File: config.mk
export PLATFORM = sky130hd
export DESIGN_NAME = relu_bitserial_neuron
export DESIGN_NICKNAME = d
export VERILOG_FILES = /design/src/rtl/relu_bs_pkg.sv /design/src/rtl/wgt_inv_enc.sv /design/src/rtl/plane_dot.sv /design/src/rtl/relu_bitserial_neuron.sv
export SDC_FILE = /design/constraint.sdc
export NUM_CORES = 1
export LEC_CHECK = 0
export BUFFER_PORTS_ARGS = -buffer_cell sky130_fd_sc_hd__buf_4
export CORE_MARGIN = 5
export CORE_UTILIZATION = 50
export DETAILED_ROUTE_END_ITERATION = 8
export GPL_TIMING_DRIVEN = 1
export PLACE_DENSITY = 0.82
export SYNTH_ARGS = -nofsm -noshare
export SYNTH_HDL_FRONTEND = slang
export SYNTH_SLANG_ARGS = --single-unit
File: constraint.sdc
create_clock -name clk -period 16.05 [get_ports clk]
set_input_delay 3.21 -clock clk [delete_from_list [all_inputs] [get_ports clk]]
set_output_delay 3.21 -clock clk [all_outputs]
set_load 0.03 [all_outputs]
File: src/rtl/relu_bs_pkg.sv
package relu_bs_pkg;

   typedef enum logic [1:0] {
      ST_IDLE = 2'd0,
      ST_RUN  = 2'd1,
      ST_REJ  = 2'd2
   } nrn_state_t;

endpackage

File: src/rtl/wgt_inv_enc.sv
module wgt_inv_enc #(
   parameter int W = 8
) (
   input  logic [W-1:0] w,
   output logic [W-1:0] code,
   output logic         ok
);

   localparam logic [W-1:0] MOST_NEG = {1'b1, {(W-1){1'b0}}};

   logic [W-2:0] low_field;

   always_comb begin
      ok = (w != MOST_NEG);
      if (!w[W-1] && (w != '0)) begin
         // positive top plane, lower planes subtract the remainder
         low_field = (W-1)'(MOST_NEG - w);
         code      = {1'b1, low_field};
      end else begin
         // zero or negative: only the subtracting planes are used
         low_field = (W-1)'('0 - w);
         code      = {1'b0, low_field};
      end
   end

endmodule

File: src/rtl/plane_dot.sv
module plane_dot #(
   parameter int N = 16,
   parameter int A = 8,
   parameter int S = 13
) (
   input  logic [N*A-1:0] acts,
   input  logic [N-1:0]   sel,
   output logic [S-1:0]   sum
);

   logic [N-1:0][A-1:0] masked;

   genvar gi;
   generate
      for (gi = 0; gi < N; gi++) begin : g_lane
         assign masked[gi] = sel[gi] ? acts[gi*A +: A] : '0;
      end
   endgenerate

   always_comb begin
      sum = '0;
      for (int i = 0; i < N; i++) begin
         sum = sum + S'(masked[i]);
      end
   end

endmodule

File: src/rtl/relu_bitserial_neuron.sv
module relu_bitserial_neuron
   import relu_bs_pkg::*;
#(
   parameter int N_IN       = 16,
   parameter int ACT_W      = 8,
   parameter int WGT_W      = 8,
   parameter int ACC_W      = 20,
   parameter bit EARLY_STOP = 1'b1
) (
   input  logic                   clk,
   input  logic                   rst_n,
   input  logic                   start,
   input  logic [N_IN*ACT_W-1:0]  act_in,
   input  logic [N_IN*WGT_W-1:0]  wgt_in,
   output logic                   done,
   output logic [ACC_W-2:0]       y,
   output logic                   early_stop,
   output logic                   bad_weight
);

   localparam int PS_W   = ACT_W + $clog2(N_IN + 1);
   localparam int PIDX_W = (WGT_W > 2) ? $clog2(WGT_W) : 1;
   localparam logic [PIDX_W-1:0] TOP_PLANE = PIDX_W'(WGT_W - 1);

   generate
      if (ACC_W < ACT_W + WGT_W + $clog2(N_IN)) begin : g_chk_acc
         $error("ACC_W too narrow for the largest neuron sum");
      end
      if (WGT_W < 2) begin : g_chk_wgt
         $error("WGT_W must be at least 2");
      end
      if (N_IN < 1) begin : g_chk_n
         $error("N_IN must be at least 1");
      end
      if (ACC_W <= PS_W) begin : g_chk_ps
         $error("ACC_W must exceed the plane sum width");
      end
   endgenerate

   nrn_state_t                  state_q;
   logic [PIDX_W-1:0]           pidx_q;
   logic signed [ACC_W-1:0]     psum_q;
   logic signed [ACC_W-1:0]     psum_nxt;
   logic [ACC_W-1:0]            term;
   logic [N_IN-1:0][WGT_W-1:0]  code_d;
   logic [N_IN-1:0][WGT_W-1:0]  code_q;
   logic [N_IN-1:0]             ok_d;
   logic [N_IN*ACT_W-1:0]       act_q;
   logic [N_IN-1:0]             plane_bits;
   logic [PS_W-1:0]             plane_sum;
   logic                        all_ok;
   logic                        neg;
   logic                        finish;
   logic                        busy;

   genvar gi;
   generate
      for (gi = 0; gi < N_IN; gi++) begin : g_enc
         wgt_inv_enc #(.W(WGT_W)) u_enc (
            .w    (wgt_in[gi*WGT_W +: WGT_W]),
            .code (code_d[gi]),
            .ok   (ok_d[gi])
         );
         assign plane_bits[gi] = code_q[gi][pidx_q];
      end
   endgenerate

   plane_dot #(.N(N_IN), .A(ACT_W), .S(PS_W)) u_dot (
      .acts (act_q),
      .sel  (plane_bits),
      .sum  (plane_sum)
   );

   assign all_ok = &ok_d;
   assign busy   = (state_q != ST_IDLE);
   assign term   = {{(ACC_W-PS_W){1'b0}}, plane_sum} << pidx_q;

   always_comb begin
      if (pidx_q == TOP_PLANE) begin
         psum_nxt = psum_q + signed'(term);
      end else begin
         psum_nxt = psum_q - signed'(term);
      end
   end

   assign neg = psum_nxt[ACC_W-1];

   generate
      if (EARLY_STOP) begin : g_cut
         assign finish = (pidx_q == '0) || neg;
      end else begin : g_full
         assign finish = (pidx_q == '0);
      end
   endgenerate

   always_ff @(posedge clk or negedge rst_n) begin
      if (!rst_n) begin
         state_q    <= ST_IDLE;
         pidx_q     <= '0;
         psum_q     <= '0;
         code_q     <= '0;
         act_q      <= '0;
         done       <= 1'b0;
         y          <= '0;
         early_stop <= 1'b0;
         bad_weight <= 1'b0;
      end else begin
         done       <= 1'b0;
         early_stop <= 1'b0;
         bad_weight <= 1'b0;
         case (state_q)
            ST_IDLE: begin
               if (start) begin
                  if (all_ok) begin
                     code_q  <= code_d;
                     act_q   <= act_in;
                     psum_q  <= '0;
                     pidx_q  <= TOP_PLANE;
                     state_q <= ST_RUN;
                  end else begin
                     state_q <= ST_REJ;
                  end
               end
            end
            ST_RUN: begin
               psum_q <= psum_nxt;
               if (finish) begin
                  state_q    <= ST_IDLE;
                  done       <= 1'b1;
                  early_stop <= (pidx_q != '0);
                  y          <= neg ? '0 : psum_nxt[ACC_W-2:0];
               end else begin
                  pidx_q <= pidx_q - 1'b1;
               end
            end
            ST_REJ: begin
               state_q    <= ST_IDLE;
               done       <= 1'b1;
               bad_weight <= 1'b1;
               y          <= '0;
            end
            default: state_q <= ST_IDLE;
         endcase
      end
   end

endmodule

==> impl_metrics.json <==
{
  "required_ns": 16.52,
  "hold_viol_final": 0,
  "hold_buffers": 0,
  "drc": 0,
  "antenna_found_initial": 0,
  "timing.fmax_mhz": 76.5,
  "r2r_start": "pidx_q[0]",
  "ys_ff_latch": 303,
  "r2r_slack_ns": 2.98,
  "cts.htree.levels": 2,
  "clock-sinks": 303,
  "worstSetupPathType": "flop to flop",
  "routed_wirelength_um": 55000,
  "die-width_um": 209,
  "synth_cell_types": 81,
  "area_growth_pct": 18.8,
  "die_y_um": 209,
  "io_pins": 281,
  "port_buffers": 280,
  "dieArea_um2": 43900,
  "slew_viol_final": 0,
  "drtAntennaViolNets": 0,
  "hp-class": "flop to flop",
  "r2r_end": "y[16]",
  "row_count": 73,
  "cp_max_fo": 19,
  "synth-edff-count": 0,
  "dp_hpwl_um": 41500,
  "r2r_cells": 42,
  "drive_above_1_share": 0.168,
  "synth_top_area_share": 0.381,
  "clkTransAtPathRegs_ns": 0.06,
  "grt_pass1_vias": 17304,
  "synthFlopType": "dfrtp_1",
  "drt-initial-drc-count": 1361,
  "gp_congestion": 0.912,
  "setup-tns-final_ns": 0,
  "synth.area.top_cells": "dfrtp_1 (38%), nand2_1 (14%), fa_1 (10%), ha_1 (4.4%), mux4_2 (4.0%)",
  "synth_area_um2": 19900,
  "maxCapViolCount": 0,
  "routed_via_density": 5.44,
  "clk_latency_ns": 0.55,
  "num_vias": 16424,
  "slew_headroom": 0.205,
  "crit_buf_inv": 6,
  "yosysTopAreaCell": "dfrtp_1",
  "hp-start": "act_q[112]",
  "antennaDiodeCount": 0,
  "syn_inst": 2226,
  "holdPathEnd": "act_q[112]",
  "period_minus_slack_ns": 13.07,
  "grt_overflow": 0,
  "fin_crit_sh": 0.814,
  "postCtsSetupBuffers": 0,
  "outcome": "finished clean",
  "max_stage_delay_ns": 0.77,
  "critical_path.startpoint_type": "flop",
  "root_buffer": "clkbuf_16",
  "layout.nets": 2899,
  "cp.arrival_ns": 13.54,
  "post_cts_resize_count": 0,
  "syn_nets": 2658,
  "cts_tree": "built",
  "track_usage": 0.251,
  "cts_buffer_depth": 3,
  "postSynthAreaPerCell_um2": 8.93,
  "grt_pass1_wl_um": 89100,
  "rsz0062_at_grt": "no",
  "setup_viol": 0,
  "skew_ns": 0.0133,
  "grt_max_degree": 126,
  "drtPass1Iterations": 5,
  "critPathTopFamily": "compound AO/OA/AOI/OAI gates",
  "cp-end-kind": "flop",
  "numCtsBuffers": 36,
  "async_reset_ff_frac": 1.00,
  "wire_per_inst_um": 18.2,
  "hold_depth": 2,
  "slowest_stage": "nor4_4",
  "yosysWarningCount": 0,
  "ys_seq_area_frac": 0.381,
  "core_um2": 39500,
  "start_util": 0.503,
  "worstMarginPinSlew_ns": 1.18
}
worst max-delay path by stage:
stage	cells past startpoint	end	startpoint
5_1_grt	42	y[2]	pidx_q[0]
2_1_floorplan	46	y[10]	pidx_q[0]
3_5_place_dp	42	y[16]	pidx_q[0]
4_1_cts	42	y[16]	pidx_q[0]
6_report	42	y[16]	pidx_q[0]
3_3_place_gp	42	y[11]	pidx_q[0]
final cells by class:
class	instances	area [um^2]
Inverter	177	664
Multi-Input combinational cell	1654	11300
Timing Repair Buffer	295	2220
Tap cell	525	657
Sequential cell	303	7590
Clock buffer	53	1060
Fill cell	3285	15900
Clock inverter	12	149
cell families after synthesis:
family	synth area share
AO/OA/AOI/OAI	0.105
adder cells (fa/ha/maj)	0.148
AND/OR/NAND/NOR	0.212
multiplexers	0.0479
flip-flops	0.381
XOR/XNOR	0.0550
buffers and inverters	0.0518
synthesized netlist by cell type (10+ instances only):
library cell  count
nand2_1         720
dfrtp_1         303
inv_1           175
o21ai_0         119
fa_1            103
nor2_1           90
clkbuf_1         73
ha_1             70
xnor2_1          64
xor2_1           59
nor2b_1          58
a21oi_1          38
mux4_2           35
a22o_1           33
nor3_1           28
o31ai_1          22
nand3_1          20
nand2b_1         16
buf_1            12
mux2i_1          12
or3_1            11
and3_1           10
worst register-to-register path, delay by kind of cell (launching register included):
family / cells / cell delay, ns
AO/OA/AOI/OAI: 17 / 4.37
AND/OR/NAND/NOR: 4 / 1.58
multiplexers: 2 / 1.04
XOR/XNOR: 4 / 0.90
buffers and inverters: 6 / 0.35
adder cells (fa/ha/maj): 9 / 4.14
flip-flops: 1 / 0.62
sequential cells by signal (all words and copies together) (netlist names):
register and cells:
y 19, early_stop 1, act_q 128, done 1, psum_q 20, bad_weight 1
pidx_q 3, state_q 2, code_q 128
per-stage QoR:
step	std cells	worst slack (ns)	util	cell area, um^2	hold WS, ns
after global placement	2954	3.25	0.567	22400	0.451
after CTS	3019	2.94	0.597	23600	0.475
after floorplan	2226	3.71	-	19900	0.437
after global routing	3019	2.07	0.597	23600	0.488
final	3019	2.98	0.597	23600	0.470
after detailed placement	2954	3.00	0.567	22400	0.459
layout by cell type (no fill, tap or decap), drive strengths merged, types with 6 or more instances in the layout:
| master | instances |
|---|---|
| nor2 | 90 |
| xnor2 | 65 |
| a21oi | 39 |
| clkinv | 6 |
| xor2 | 59 |
| clkbuf | 53 |
| nor3b | 6 |
| nand2 | 720 |
| fa | 103 |
| nand3 | 20 |
| a22o | 33 |
| or3 | 11 |
| a21o | 9 |
| ha | 70 |
| or2 | 10 |
| a211oi | 7 |
| mux4 | 35 |
| inv | 179 |
| and3 | 11 |
| a31oi | 8 |
| dfrtp | 303 |
| nor3 | 28 |
| and2 | 7 |
| buf | 295 |
| nand2b | 16 |
| o21ai | 129 |
| or4 | 9 |
| o31ai | 22 |
| mux2i | 12 |
| nor2b | 58 |
per-layer routing:
layer	up-vias	global-route usage	part of all wire	routed length (um)
li1	7737	-	-	-
met5	-	0	0	0
met4	0	0.0758	0.026	1440
met3	96	0.0417	0.066	3610
met1	8005	0.341	0.42	23200
met2	586	0.419	0.49	26800
Power is not shown: default switching activity piles up to over one toggle a cycle in this logic, so the estimate is an artifact.
